===== src/rtl/vtg_pkg.sv =====
package vtg_pkg;
  localparam int unsigned ADDR_W = 4;
  localparam int unsigned DATA_W = 32;
  localparam int unsigned TIM_W  = 12;
  localparam int unsigned HI_LSB = 16;

  localparam logic [ADDR_W-1:0] A_CTRL  = 4'd0;
  localparam logic [ADDR_W-1:0] A_VCTRL = 4'd1;
  localparam logic [ADDR_W-1:0] A_SEG0  = 4'd2;
  localparam logic [ADDR_W-1:0] A_EDLY  = 4'd8;
  localparam logic [ADDR_W-1:0] A_IRQEN = 4'd9;
  localparam logic [ADDR_W-1:0] A_IRQST = 4'd10;

  typedef struct packed {
    logic [TIM_W-1:0] sync;
    logic [TIM_W-1:0] back;
    logic [TIM_W-1:0] act;
    logic [TIM_W-1:0] front;
  } seg_t;

  typedef struct packed {
    seg_t             h;
    seg_t             v;
    logic [TIM_W-1:0] dly;
  } shadow_t;
endpackage


===== src/rtl/vtg_regs.sv =====
module vtg_regs
  import vtg_pkg::*;
#(
  parameter int unsigned REP_W = 2
) (
  input  logic              clk,
  input  logic              rst_n,
  input  logic              wr_i,
  input  logic [ADDR_W-1:0] addr_i,
  input  logic [DATA_W-1:0] wdata_i,
  output logic [DATA_W-1:0] rdata_o,
  input  logic              running_i,
  input  logic              stop_i,
  input  logic              vfp_start_i,
  output logic              master_o,
  output logic              clras_o,
  output logic [1:0]        fmt_o,
  output logic [REP_W-1:0]  rep_o,
  output logic              en_req_o,
  output logic              cont_o,
  output logic              lace_o,
  output logic [TIM_W-1:0]  odly_o,
  output logic [TIM_W-1:0]  edly_o,
  output seg_t              hcfg_o,
  output seg_t              vodd_o,
  output seg_t              vevn_o,
  output logic              clr_req_o,
  output logic              irq_o
);
  localparam int unsigned NSEG = 3;

  logic wr_ctrl, wr_vctrl, wr_edly, wr_irqen, wr_irqst;
  logic en_q, en_d, st_q, st_d, irqen_q;
  logic master_q, clras_q, cont_q, lace_q;
  logic [1:0]       fmt_q;
  logic [REP_W-1:0] rep_q;
  logic [TIM_W-1:0] odly_q, edly_q;
  seg_t             seg_q [NSEG];
  logic             unused_wd;

  assign wr_ctrl  = wr_i && (addr_i == A_CTRL);
  assign wr_vctrl = wr_i && (addr_i == A_VCTRL);
  assign wr_edly  = wr_i && (addr_i == A_EDLY);
  assign wr_irqen = wr_i && (addr_i == A_IRQEN);
  assign wr_irqst = wr_i && (addr_i == A_IRQST);
  assign unused_wd = ^wdata_i;

  // next state: hardware stop clears the enable, a write overrides it
  always_comb begin
    en_d = en_q;
    if (stop_i)   en_d = 1'b0;
    if (wr_vctrl) en_d = wdata_i[0];
    st_d = st_q;
    if (wr_irqst && wdata_i[0]) st_d = 1'b0;
    if (vfp_start_i)            st_d = 1'b1;
  end

  always_ff @(posedge clk or negedge rst_n) begin
    if (!rst_n) begin
      en_q <= 1'b0;
      st_q <= 1'b0;
    end else begin
      en_q <= en_d;
      st_q <= st_d;
    end
  end

  always_ff @(posedge clk or negedge rst_n) begin
    if (!rst_n) begin
      master_q <= 1'b0;
      clras_q  <= 1'b0;
      fmt_q    <= '0;
      rep_q    <= '0;
    end else if (wr_ctrl) begin
      master_q <= wdata_i[0];
      clras_q  <= wdata_i[2];
      fmt_q    <= wdata_i[5:4];
      rep_q    <= wdata_i[8 +: REP_W];
    end
  end

  always_ff @(posedge clk or negedge rst_n) begin
    if (!rst_n) begin
      cont_q <= 1'b0;
      lace_q <= 1'b0;
      odly_q <= '0;
    end else if (wr_vctrl) begin
      cont_q <= wdata_i[1];
      lace_q <= wdata_i[2];
      odly_q <= wdata_i[HI_LSB +: TIM_W];
    end
  end

  always_ff @(posedge clk or negedge rst_n) begin
    if (!rst_n)        edly_q <= '0;
    else if (wr_edly)  edly_q <= wdata_i[TIM_W-1:0];
  end

  always_ff @(posedge clk or negedge rst_n) begin
    if (!rst_n)        irqen_q <= 1'b0;
    else if (wr_irqen) irqen_q <= wdata_i[0];
  end

  // one two-word group per segment set: horizontal, primary vertical, even vertical
  for (genvar g = 0; g < NSEG; g++) begin : g_seg
    localparam logic [ADDR_W-1:0] A_LO = A_SEG0 + ADDR_W'(2 * g);
    localparam logic [ADDR_W-1:0] A_HI = A_SEG0 + ADDR_W'(2 * g + 1);
    always_ff @(posedge clk or negedge rst_n) begin
      if (!rst_n) begin
        seg_q[g] <= '0;
      end else if (wr_i && (addr_i == A_LO)) begin
        seg_q[g].sync <= wdata_i[TIM_W-1:0];
        seg_q[g].back <= wdata_i[HI_LSB +: TIM_W];
      end else if (wr_i && (addr_i == A_HI)) begin
        seg_q[g].act   <= wdata_i[TIM_W-1:0];
        seg_q[g].front <= wdata_i[HI_LSB +: TIM_W];
      end
    end
  end

  always_comb begin
    rdata_o = '0;
    case (addr_i)
      A_CTRL: begin
        rdata_o[0]           = master_q;
        rdata_o[2]           = clras_q;
        rdata_o[5:4]         = fmt_q;
        rdata_o[8 +: REP_W]  = rep_q;
      end
      A_VCTRL: begin
        rdata_o[0]                = en_q | running_i;
        rdata_o[1]                = cont_q;
        rdata_o[2]                = lace_q;
        rdata_o[HI_LSB +: TIM_W]  = odly_q;
      end
      A_EDLY:  rdata_o[TIM_W-1:0] = edly_q;
      A_IRQEN: rdata_o[0]         = irqen_q;
      A_IRQST: rdata_o[0]         = st_q;
      default: begin
        for (int k = 0; k < NSEG; k++) begin
          if (addr_i == A_SEG0 + ADDR_W'(2 * k)) begin
            rdata_o[TIM_W-1:0]       = seg_q[k].sync;
            rdata_o[HI_LSB +: TIM_W] = seg_q[k].back;
          end else if (addr_i == A_SEG0 + ADDR_W'(2 * k + 1)) begin
            rdata_o[TIM_W-1:0]       = seg_q[k].act;
            rdata_o[HI_LSB +: TIM_W] = seg_q[k].front;
          end
        end
      end
    endcase
  end

  assign master_o  = master_q;
  assign clras_o   = clras_q;
  assign fmt_o     = fmt_q;
  assign rep_o     = rep_q;
  assign en_req_o  = en_q;
  assign cont_o    = cont_q;
  assign lace_o    = lace_q;
  assign odly_o    = odly_q;
  assign edly_o    = edly_q;
  assign hcfg_o    = seg_q[0];
  assign vodd_o    = seg_q[1];
  assign vevn_o    = seg_q[2];
  assign clr_req_o = wr_ctrl && wdata_i[0] && wdata_i[1];
  assign irq_o     = st_q & irqen_q;


  frontporch_sets_status_chk: assert property (@(posedge clk) disable iff (!rst_n)
    vfp_start_i |=> st_q);

  stop_clears_enable_chk: assert property (@(posedge clk) disable iff (!rst_n)
    (stop_i && !wr_vctrl) |=> !en_q);
endmodule


===== src/rtl/vtg_scan.sv =====
module vtg_scan
  import vtg_pkg::*;
#(
  parameter int unsigned REP_W = 2
) (
  input  logic             clk,
  input  logic             rst_n,
  input  logic             en_req_i,
  input  logic             master_i,
  input  logic             cont_i,
  input  logic             lace_i,
  input  seg_t             hcfg_i,
  input  seg_t             vodd_i,
  input  seg_t             vevn_i,
  input  logic [TIM_W-1:0] odly_i,
  input  logic [TIM_W-1:0] edly_i,
  input  logic [REP_W-1:0] rep_i,
  output logic             hsync_o,
  output logic             vsync_o,
  output logic             de_o,
  output logic             field_o,
  output logic             run_o,
  output logic             stop_o,
  output logic             load_o,
  output logic             vfp_start_o,
  output logic [REP_W-1:0] rep_o
);
  localparam int unsigned CNT_W = TIM_W + 2;

  logic             run_q, run_d, field_q, field_d, load, stop;
  logic [CNT_W-1:0] hcnt_q, hcnt_d, vcnt_q, vcnt_d;
  shadow_t          sh_q, sh_d;
  logic [REP_W-1:0] rep_q;
  logic [CNT_W-1:0] htot, vtot, h_act0, h_act1, v_act0, v_act1, v_fp0, v_sy, dly;

  assign h_act0 = CNT_W'(sh_q.h.sync) + CNT_W'(sh_q.h.back);
  assign h_act1 = h_act0 + CNT_W'(sh_q.h.act);
  assign htot   = h_act1 + CNT_W'(sh_q.h.front);
  assign v_sy   = CNT_W'(sh_q.v.sync);
  assign v_act0 = v_sy + CNT_W'(sh_q.v.back);
  assign v_act1 = v_act0 + CNT_W'(sh_q.v.act);
  assign v_fp0  = v_act1;
  assign vtot   = v_act1 + CNT_W'(sh_q.v.front);
  assign dly    = CNT_W'(sh_q.dly);

  // next state of the raster position and the frame sequencing
  always_comb begin
    load    = 1'b0;
    stop    = 1'b0;
    run_d   = run_q;
    hcnt_d  = hcnt_q;
    vcnt_d  = vcnt_q;
    field_d = field_q;
    if (!run_q) begin
      if (en_req_i && master_i) begin
        load    = 1'b1;
        run_d   = 1'b1;
        hcnt_d  = '0;
        vcnt_d  = '0;
        field_d = 1'b0;
      end
    end else if (hcnt_q == htot - 1'b1) begin
      hcnt_d = '0;
      if (vcnt_q == vtot - 1'b1) begin
        vcnt_d = '0;
        if (en_req_i && cont_i && master_i) begin
          load    = 1'b1;
          field_d = lace_i ? ~field_q : 1'b0;
        end else begin
          stop  = 1'b1;
          run_d = 1'b0;
        end
      end else begin
        vcnt_d = vcnt_q + 1'b1;
      end
    end else begin
      hcnt_d = hcnt_q + 1'b1;
    end
  end

  always_comb begin
    sh_d.h   = hcfg_i;
    sh_d.v   = field_d ? vevn_i : vodd_i;
    sh_d.dly = lace_i ? (field_d ? edly_i : odly_i) : '0;
  end

  always_ff @(posedge clk or negedge rst_n) begin
    if (!rst_n) begin
      run_q   <= 1'b0;
      field_q <= 1'b0;
      hcnt_q  <= '0;
      vcnt_q  <= '0;
    end else begin
      run_q   <= run_d;
      field_q <= field_d;
      hcnt_q  <= hcnt_d;
      vcnt_q  <= vcnt_d;
    end
  end

  always_ff @(posedge clk or negedge rst_n) begin
    if (!rst_n) begin
      sh_q  <= '0;
      rep_q <= '0;
    end else if (load) begin
      sh_q  <= sh_d;
      rep_q <= rep_i;
    end
  end

  assign hsync_o     = run_q && (hcnt_q < CNT_W'(sh_q.h.sync));
  assign vsync_o     = run_q && (((vcnt_q < v_sy) && !((vcnt_q == '0) && (hcnt_q < dly)))
                              || ((vcnt_q == v_sy) && (hcnt_q < dly)));
  assign de_o        = run_q && (hcnt_q >= h_act0) && (hcnt_q < h_act1)
                             && (vcnt_q >= v_act0) && (vcnt_q < v_act1);
  assign vfp_start_o = run_q && (hcnt_q == '0) && (vcnt_q == v_fp0);
  assign field_o     = field_q;
  assign run_o       = run_q;
  assign stop_o      = stop;
  assign load_o      = load;
  assign rep_o       = rep_q;


  sync_outside_active_chk: assert property (@(posedge clk) disable iff (!rst_n)
    hsync_o |-> !de_o);

  porch_start_not_active_chk: assert property (@(posedge clk) disable iff (!rst_n)
    vfp_start_o |-> !de_o);

  idle_is_quiet_chk: assert property (@(posedge clk) disable iff (!rst_n)
    !run_q |-> !(hsync_o || vsync_o || de_o));

  progressive_odd_only_chk: assert property (@(posedge clk) disable iff (!rst_n)
    (load && !lace_i) |=> !field_q);
endmodule


===== src/rtl/vtg_pix.sv =====
module vtg_pix #(
  parameter int unsigned REP_W      = 2,
  parameter int unsigned FIFO_BYTES = 64,
  parameter int unsigned LVL_W      = $clog2(FIFO_BYTES + 1)
) (
  input  logic             clk,
  input  logic             rst_n,
  input  logic             de_i,
  input  logic [REP_W-1:0] rep_i,
  input  logic [1:0]       fmt_i,
  input  logic [LVL_W-1:0] fifo_level_i,
  input  logic             clr_req_i,
  input  logic             load_i,
  input  logic             clras_i,
  output logic             pix_adv_o,
  output logic             fifo_full_o,
  output logic             fifo_flush_o
);
  localparam int unsigned MARGIN_16 = 12;
  localparam int unsigned MARGIN_18 = 14;
  localparam int unsigned MARGIN_24 = 18;
  localparam logic [LVL_W-1:0] THR_16 = LVL_W'(FIFO_BYTES - MARGIN_16);
  localparam logic [LVL_W-1:0] THR_18 = LVL_W'(FIFO_BYTES - MARGIN_18);
  localparam logic [LVL_W-1:0] THR_24 = LVL_W'(FIFO_BYTES - MARGIN_24);

  logic [REP_W-1:0] rc_q, rc_d;
  logic             flush_q, flush_d;
  logic [LVL_W-1:0] thr;

  always_comb begin
    case (fmt_i)
      2'd0:    thr = THR_16;
      2'd1:    thr = THR_18;
      default: thr = THR_24;
    endcase
  end

  always_comb begin
    if (!de_i)             rc_d = '0;
    else if (rc_q == rep_i) rc_d = '0;
    else                    rc_d = rc_q + 1'b1;
    flush_d = clr_req_i || (load_i && clras_i);
  end

  always_ff @(posedge clk or negedge rst_n) begin
    if (!rst_n) begin
      rc_q    <= '0;
      flush_q <= 1'b0;
    end else begin
      rc_q    <= rc_d;
      flush_q <= flush_d;
    end
  end

  assign pix_adv_o    = de_i && (rc_q == '0);
  assign fifo_full_o  = fifo_level_i >= thr;
  assign fifo_flush_o = flush_q;


  advance_inside_active_chk: assert property (@(posedge clk) disable iff (!rst_n)
    pix_adv_o |-> de_i);

  full_above_lowest_chk: assert property (@(posedge clk) disable iff (!rst_n)
    fifo_full_o |-> (fifo_level_i >= THR_24));

  flush_after_request_chk: assert property (@(posedge clk) disable iff (!rst_n)
    clr_req_i |=> fifo_flush_o);
endmodule


===== src/rtl/video_timing_gen.sv =====
module video_timing_gen
  import vtg_pkg::*;
#(
  parameter int unsigned REP_W      = 2,
  parameter int unsigned FIFO_BYTES = 64,
  parameter int unsigned LVL_W      = $clog2(FIFO_BYTES + 1)
) (
  input  logic              clk,
  input  logic              rst_n,
  input  logic              reg_wr,
  input  logic [ADDR_W-1:0] reg_addr,
  input  logic [DATA_W-1:0] reg_wdata,
  output logic [DATA_W-1:0] reg_rdata,
  input  logic [LVL_W-1:0]  fifo_level,
  output logic              hsync,
  output logic              vsync,
  output logic              de,
  output logic              field,
  output logic              pix_adv,
  output logic              fifo_flush,
  output logic              fifo_full,
  output logic              irq
);
  logic             running, stop, load, vfp_start, clr_req;
  logic             master, clras, en_req, cont, lace;
  logic [1:0]       fmt;
  logic [REP_W-1:0] rep_live, rep_sh;
  logic [TIM_W-1:0] odly, edly;
  seg_t             hcfg, vodd, vevn;

  vtg_regs #(.REP_W(REP_W)) u_regs (
    .clk(clk), .rst_n(rst_n), .wr_i(reg_wr), .addr_i(reg_addr), .wdata_i(reg_wdata),
    .rdata_o(reg_rdata), .running_i(running), .stop_i(stop), .vfp_start_i(vfp_start),
    .master_o(master), .clras_o(clras), .fmt_o(fmt), .rep_o(rep_live),
    .en_req_o(en_req), .cont_o(cont), .lace_o(lace), .odly_o(odly), .edly_o(edly),
    .hcfg_o(hcfg), .vodd_o(vodd), .vevn_o(vevn), .clr_req_o(clr_req), .irq_o(irq)
  );

  vtg_scan #(.REP_W(REP_W)) u_scan (
    .clk(clk), .rst_n(rst_n), .en_req_i(en_req), .master_i(master), .cont_i(cont),
    .lace_i(lace), .hcfg_i(hcfg), .vodd_i(vodd), .vevn_i(vevn), .odly_i(odly),
    .edly_i(edly), .rep_i(rep_live), .hsync_o(hsync), .vsync_o(vsync), .de_o(de),
    .field_o(field), .run_o(running), .stop_o(stop), .load_o(load),
    .vfp_start_o(vfp_start), .rep_o(rep_sh)
  );

  vtg_pix #(.REP_W(REP_W), .FIFO_BYTES(FIFO_BYTES), .LVL_W(LVL_W)) u_pix (
    .clk(clk), .rst_n(rst_n), .de_i(de), .rep_i(rep_sh), .fmt_i(fmt),
    .fifo_level_i(fifo_level), .clr_req_i(clr_req), .load_i(load), .clras_i(clras),
    .pix_adv_o(pix_adv), .fifo_full_o(fifo_full), .fifo_flush_o(fifo_flush)
  );
endmodule


===== config.mk =====
export PLATFORM = sky130hd
export DESIGN_NAME = video_timing_gen
export DESIGN_NICKNAME = d
export VERILOG_FILES = /design/src/rtl/vtg_pkg.sv /design/src/rtl/vtg_regs.sv /design/src/rtl/vtg_scan.sv /design/src/rtl/vtg_pix.sv /design/src/rtl/video_timing_gen.sv
export SDC_FILE = /design/constraint.sdc
export NUM_CORES = 1
export LEC_CHECK = 0
export BUFFER_PORTS_ARGS = -buffer_cell sky130_fd_sc_hd__buf_2
export CORE_MARGIN = 2
export CORE_UTILIZATION = 50
export CTS_CLUSTER_DIAMETER = 30
export DETAILED_ROUTE_END_ITERATION = 6
export GPL_TIMING_DRIVEN = 0
export PLACE_DENSITY = 0.8
export SYNTH_ARGS = -nofsm -noshare
export SYNTH_HDL_FRONTEND = slang
export SYNTH_SLANG_ARGS = --single-unit

===== constraint.sdc =====
create_clock -name clk -period 6.2 [get_ports clk]
set_input_delay 0.31 -clock clk [delete_from_list [all_inputs] [get_ports clk]]
set_output_delay 0.31 -clock clk [all_outputs]
set_load 0.05 [all_outputs]

* Word level (Yosys, flattened, before mapping)
Index checks and enable logic that the tools add are counted.
Cells by class: reductions and logical operators 50, $lt $le $gt $ge 8, add/subtract/negate cells 11, mux-type cells 55, equality and inequality tests 17, bitwise gates (word level) 6
Operators by type and width (count):
- two-way mux 12 bit | 14
- two-way mux 14 bit | 6
- adder 14 x 12 -> 14 bit | 4
- two-way mux 48 bit | 1
- equality test 14 bit | 3
- < comparator 14 x 12 -> 1 bit | 3
- logical AND 1 bit | 30
- adder 14 x 1 -> 14 bit, second input constant | 2
- >= comparator 14 bit | 2
- logical NOT 14 bit | 2
- < comparator 14 bit | 2
- subtractor 14 x 1 -> 14 bit, second input constant | 2
- adder 12 x 12 -> 13 bit | 2
- one-hot mux 12 bit (2 select lines) | 1
- two-way mux 1 bit | 22
- equality test 4 x 3 -> 1 bit, second input constant | 4
- equality test 14 x 12 -> 1 bit | 1
- equality test 4 bit, second input constant | 3
- one-hot mux 2 bit (3 select lines) | 2
- one-hot mux 5 bit (2 select lines) | 1
- equality test 4 x 2 -> 1 bit, second input constant | 2
- one-hot mux 2 bit (2 select lines) | 2
- AND reduction 2 bit | 4
- OR reduction 4 bit | 2
- other kinds (21) | 30
Storage, ports and cells: input bits 46, register bits after elaboration 322, output and inout port bits 40, logic and storage cells 186

* Longest topological paths before layout
depth in word-level cells 10, gate-level depth with buffers 34, mapped depth without buffers 31

* Cells and area by module
Synthesis repeated with hierarchy kept, for this count alone.
Unflattened totals: cells, all modules 2040, area, all modules 21333.0 sq um
Modules (own cells, without submodules):
- vtg_scan | cells each 1365, area each 12448.2 sq um, seq. area each 3503.4 sq um, instances 1
- vtg_regs | cells each 647, area each 8618.3 sq um, seq. area each 4479.3 sq um, instances 1
- vtg_pix | cells each 28, area each 266.5 sq um, seq. area each 75.1 sq um, instances 1

* Worst setup path after synthesis
No wires, ideal clock.
path kind flip-flop to flip-flop, start reg u_scan.sh_q[84] (netlist name), end reg u_scan.sh_q (netlist bit u_scan.dly[6]), setup time 130 ps, data arrival time 5973 ps, period minus slack after synthesis 6103 ps, buffers on the path 3, cell stages (with the launch flop) 33, setup slack 97 ps, required time 6070 ps, path through dfrtp_1 -> ha_1 -> fa_1 -> a21oi_1 -> nor2_1 -> nor2_1 -> nor2_1 -> o21ai_0 -> nand2b_1 -> xor2_1 -> ha_1 -> and4_1 -> a21oi_1 -> a31oi_1 -> o21ai_0 -> nand2b_1 -> xnor2_1 -> ha_1 -> inv_1 -> ha_1 -> or2_2 -> a21oi_1 -> a31oi_1 -> xor2_1 -> or3b_1 -> buf_2 -> a21o_1 -> a2111o_1 -> o211ai_2 -> buf_12 -> buf_12 -> mux2i_1 -> o22ai_2
On the way: cells in the longest elaborated chain, start to end 9, elaborated cells between the ends (all ways) 11, those cells by class 4 x add/sub; 1 x eq/ne; 6 x mux
Ends and longest elaborated chain:
- start: declaration | line vtg_scan.sv:32 | shadow_t sh_q, sh_d;
- start signal: assignment | line vtg_scan.sv:103 | sh_q <= '0;
- start signal: assignment | line vtg_scan.sv:106 | sh_q <= sh_d;
- adder 12 x 12 -> 13 bit * | line vtg_scan.sv:36 | assign h_act0 = CNT_W'(sh_q.h.sync) + CNT_W'(sh_q.h.back);
- adder 14 x 12 -> 14 bit * | line vtg_scan.sv:37 | assign h_act1 = h_act0 + CNT_W'(sh_q.h.act);
- adder 14 x 12 -> 14 bit * | line vtg_scan.sv:38 | assign htot = h_act1 + CNT_W'(sh_q.h.front);
- subtractor 14 x 1 -> 14 bit * | line vtg_scan.sv:62 | end else if (hcnt_q == htot - 1'b1) begin
- equality test 14 bit * | line vtg_scan.sv:62
- two-way mux 1 bit | line vtg_scan.sv:62
- two-way mux 1 bit | line vtg_scan.sv:54 | if (!run_q) begin
- two-way mux 12 bit (2 in series) | line vtg_scan.sv:84 | sh_d.dly = lace_i ? (field_d ? edly_i : odly_i) : '0;
Every way passes the cells marked *; elsewhere a longest branch is shown, timed or not. A chain may end at the register's enable or synchronous reset.

* Worst setup path in the final report
start reg u_scan.sh_q[97] (netlist name), end reg u_scan.sh_q[18] (netlist name)
On the way: cells in the longest elaborated chain, start to end 8, elaborated cells between the ends (all ways) 10, those cells by class 4 x add/sub; 1 x eq/ne; 5 x mux
Ends and longest elaborated chain:
- adder 12 x 12 -> 13 bit * | line vtg_scan.sv:36
- adder 14 x 12 -> 14 bit * | line vtg_scan.sv:37
- adder 14 x 12 -> 14 bit * | line vtg_scan.sv:38
- subtractor 14 x 1 -> 14 bit * | line vtg_scan.sv:62
- equality test 14 bit * | line vtg_scan.sv:62
- two-way mux 1 bit | line vtg_scan.sv:62
- two-way mux 1 bit | line vtg_scan.sv:54
- two-way mux 48 bit | line vtg_scan.sv:83 | sh_d.v = field_d ? vevn_i : vodd_i;
Marks and branches as above.

==> impl_metrics.py <==
metrics = {
    "global_routing": {
        "grt_pass1_vias": 18500,
        "grt_usage_pct": 33.2,
        "gr-total-overflow": 0,
        "grt_antenna_before_repair": 4,
        "largest_net_degree_at_the_start_of_global_routing": 115,
        "grt_pass1_wl_um": 111000,
    },
    "placed_design": {
        "hpwl_detailed_um": 47900,
        "numPortBuffers": 66,
        "finalWeightedCongestion": 0.972,
        "dp_slack_ns": -1.33,
        "place_area_mm2": 0.0218,
    },
    "synthesis": {
        "yosys_register_bits": 322,
        "synth_edf_count": 0,
        "synthDominantCellAreaShare_pct": 38.9,
        "async_reset_ff_share_pct": 100,
        "post_syn_area_mm2": 0.0207,
        "synth_mux_area_share_pct": 14.2,
        "synth-warning-count": 0,
        "synth_cells": 2007,
        "synth_top_area_cell": "dfrtp_1",
        "post_synth_fa_ha_maj_area_fraction_pct": 12.0,
        "post_synth_main_area_contributors": "dfrtp_1 (39%), ha_1 (11%), mux2_2 (11%)",
        "combinational_family_with_the_most_area_after_synthesis": "compound AO/OA/AOI/OAI gates",
        "yosysSeqAreaShare_pct": 38.9,
        "yosys_most_used_dff": "dfrtp_1",
        "synth.avg_cell_area_um2": 10.3,
        "synth_xor_xnor_area_share_pct": 3.63,
        "synth_compound_gate_area_share_pct": 16.4,
        "synth_cell_type_count": 81,
        "yosys.area_share.simple_pct": 9.40,
    },
    "sta": {
        "setup_viol_count_final": 132,
        "timing.clock.skew_ns": 0.0481,
        "min_period_ns": 6.85,
        "timing.final.ws_setup_ns": -0.646,
        "finalHoldViolations": 0,
        "grt_setup_unrepaired": "true",
        "slew_headroom_pct": -9.35,
        "post-route-period-util_pct": 110,
        "tightest_slew_ns": 1.63,
        "final_max_slew_viol_count": 9,
        "max_freq_mhz": 146,
    },
    "floorplan": {
        "fp.dieH_um": 208,
        "core_mm2": 0.0409,
        "die_x_um": 208,
        "start_util_pct": 50.7,
        "rows": 74,
        "ios": 86,
        "design.die.area_mm2": 0.0431,
    },
    "flow_run": {
        "drv_cap": 1,
    },
    "cells_and_area": {
        "final_util_pct": 65.8,
        "fillers": 2693,
        "regArea_mm2": 0.00806,
        "design.final.nets": 2467,
        "flow.area_growth_from_synthesis_pct": 29.9,
        "drive_above_1_share_pct": 34.8,
        "area_occupied_by_multi_input_gates_mm2": 0.0133,
        "final_area_mm2": 0.0269,
    },
    "route": {
        "detail_route.vias_per_cell": 6.82,
        "number_of_nets_still_failing_antenna_checks_after_routing": 0,
        "dr_total_vias": 19200,
        "detailed_routing_iterations_pass_1": 7,
        "finalWirelength_um": 80400,
        "drc": 18,
        "route.detailed.wl_per_inst_um": 28.6,
        "first_iter_violations": 2612,
    },
    "critical_path": {
        "ff2ff_path_depth": 31,
        "worst_path_most_repeated_cell": "a21oi_2",
        "slowest_delay_ns": 0.42,
        "cp_data_required_time_ns": 6.64,
        "worstSetupStartpointType": "register",
        "r2r-end": "u_scan.sh_q[18]$_DFFE_PN0P_",
        "cp_slowest_cell": "dfrtp_1",
        "worstPathMaxFanout": 8,
        "critPathTopFamily": "compound AO/OA/AOI/OAI gates",
        "ff2ff_setup_slack_ns": -0.65,
        "reg2reg_from": "u_scan.sh_q[97]$_DFFE_PN0P_",
        "crit_path_end_kind": "register",
        "criticalPathCategory": "register to register",
        "number_of_buffer_and_inverter_instances_along_the_worst_setup_path": 4,
        "arrival_time_worst_endpoint_ns": 7.29,
    },
    "clocking": {
        "tritoncts": "done",
        "clockBufferDepth": 3,
        "clock_insertion_delay_worst_skew_ns": 0.59,
        "number_of_buffers_created_by_cts": 68,
        "tritoncts_sink_count": 322,
        "htreeDepth": 3,
        "clock_slew_at_the_register_clock_pins_of_the_worst_setup_and_hold_paths_ns": 0.05,
        "cts.root.buffer_cell": "clkbuf_16",
    },
    "outcome": {
        "status": "complete, but fails checks",
        "violations_in_the_final_reports": "DRC, capacitance limit, slew limit, setup timing",
    },
    "min_path": {
        "timing.hold.worst_endpoint": "u_regs.hcfg_o[9]$_DFFE_PN0P_",
        "hold-path-cell-count": 2,
        "hold_class": "input pin to register",
        "worst_hold_startpoint": "reg_wdata[25]",
    },
}
routing by layer:
layer	GRT usage (%)	vias to the layer above	wire [um]
met3	11.1	545	10400
met2	50.8	1617	34900
met5	0	-	83
met4	21.0	4	7010
li1	-	7737	-
met1	40.4	9286	27900
worst reg2reg max path: cells and delay by family (launching register included):
family                   cells  cell delay, ns
AND/OR/NAND/NOR              4            0.90
buffers and inverters        4            0.56
AO/OA/AOI/OAI               15            2.69
multiplexers                 1            0.37
flip-flops                   1            0.42
adder cells (fa/ha/maj)      4            1.19
XOR/XNOR                     3            0.55
flip-flops by register name, summed over array words and instances, names as in the netlist, 2 cells and up:
signal and flops:
u_pix.rc_q 2, u_regs.edly_o 12, u_regs.fmt_o 2, u_regs.hcfg_o 48, u_regs.odly_o 12, u_regs.rep_o 2
u_regs.vevn_o 48, u_regs.vodd_o 48, u_scan.dly 12, u_scan.hcnt_q 14, u_scan.rep_o 2, u_scan.sh_q 96
u_scan.vcnt_q 14
how the worst max path moves through the flow:
| stage | startpoint | endpoint | slack, ns | depth (start not counted) |
|---|---|---|---|---|
| final | u_scan.sh_q[97]$_DFFE_PN0P_ | u_scan.sh_q[18]$_DFFE_PN0P_ | -0.65 | 31 |
| after global routing | u_scan.sh_q[96]$_DFFE_PN0P_ | u_scan.sh_q[48]$_DFFE_PN0P_ | -0.82 | 33 |
| after CTS | u_scan.sh_q[97]$_DFFE_PN0P_ | u_scan.sh_q[15]$_DFFE_PN0P_ | -0.24 | 32 |
| after detailed placement | u_scan.sh_q[85]$_DFFE_PN0P_ | u_scan.sh_q[19]$_DFFE_PN0P_ | -1.33 | 31 |
| after global placement | u_scan.sh_q[84]$_DFFE_PN0P_ | u_scan.sh_q[17]$_DFFE_PN0P_ | -1.17 | 32 |
| after floorplan | u_scan.sh_q[84]$_DFFE_PN0P_ | u_scan.dly[6]$_DFFE_PN0P_ | 0.1 | 32 |
area by class of cell:
cell class                      count  area share (%)
Sequential cell                   322            29.9
Antenna cell                        2          0.0186
Inverter                          175            2.44
Tap cell                          532            2.47
Buffer                             83            2.55
Multi-Input combinational cell   1432            49.5
Clock buffer                       82            6.82
Timing Repair Buffer              145            4.51
Clock inverter                     39            1.75
synth_stat cells, types with 14 or more instances:
cell      number
dfrtp_1      322
mux2_2       197
ha_1         188
inv_1        175
nor2_1       105
nand2_1      100
o21ai_0       91
a21oi_1       77
mux2i_1       64
clkbuf_1      51
nand3_1       51
xnor2_1       50
a21oi_2       47
a22oi_1       47
a21o_1        46
xor2_1        36
nand4_1       27
nor3_1        24
nand2b_1      22
a222oi_1      18
o21a_1        16
buf_4         15
nor4_1        15
and3_1        14
nor2b_1       14
kinds of logic after synthesis:
logic type / Yosys count
mux: 268
xor+xnor: 86
simple gates: 403
other cells: 1
compound gates: 472
flops: 322
buf+inv: 260
fa+ha+maj: 195
per-stage QoR:
step                TNS [ns]  hold WS, ns  std cells
floorplan                  0       0.0144       2014
CTS                   -10.34       0.0464       2763
detailed placement   -129.51        0.443       2614
finish                -47.52       0.0594       2812
global placement     -448.07        0.489       2612
global route          -74.67       0.0841       2811
cell usage in the layout (no fill, tap or decap), types with 13 or more instances in the layout:
cell         n
a21o_1      46
a21oi_1     50
a21oi_2     70
a222oi_1    18
a22oi_1     47
and3_1      13
buf_12      14
buf_2       64
buf_4       62
buf_6       22
clkbuf_1    49
clkbuf_16   75
dfrtp_1    322
ha_1       168
ha_4        15
inv_1      174
mux2_2     179
mux2_4      25
mux2i_4     53
nand2_1     83
nand2b_1    20
nand3_1     46
nand4_1     27
nor2_1      95
nor2b_1     13
nor3_1      21
nor4_1      14
o21a_1      16
o21ai_0     45
o21ai_1     22
o21ai_2     24
xnor2_1     36
xor2_1      25
timing repair:
action / CTS / global route
hold endpoints to repair: 113 / 0
resized for setup: 193 / 289
cloned: 2 / 6
hold buffers: 2 / 0
endpoints found under the setup margin: 144 / 143
pin swaps: 56 / 81
setup buffers: 25 / 45
Power is left out: the tool's default activity adds up to more than one toggle a clock period on the data nets, which glitch-free logic cannot reach.
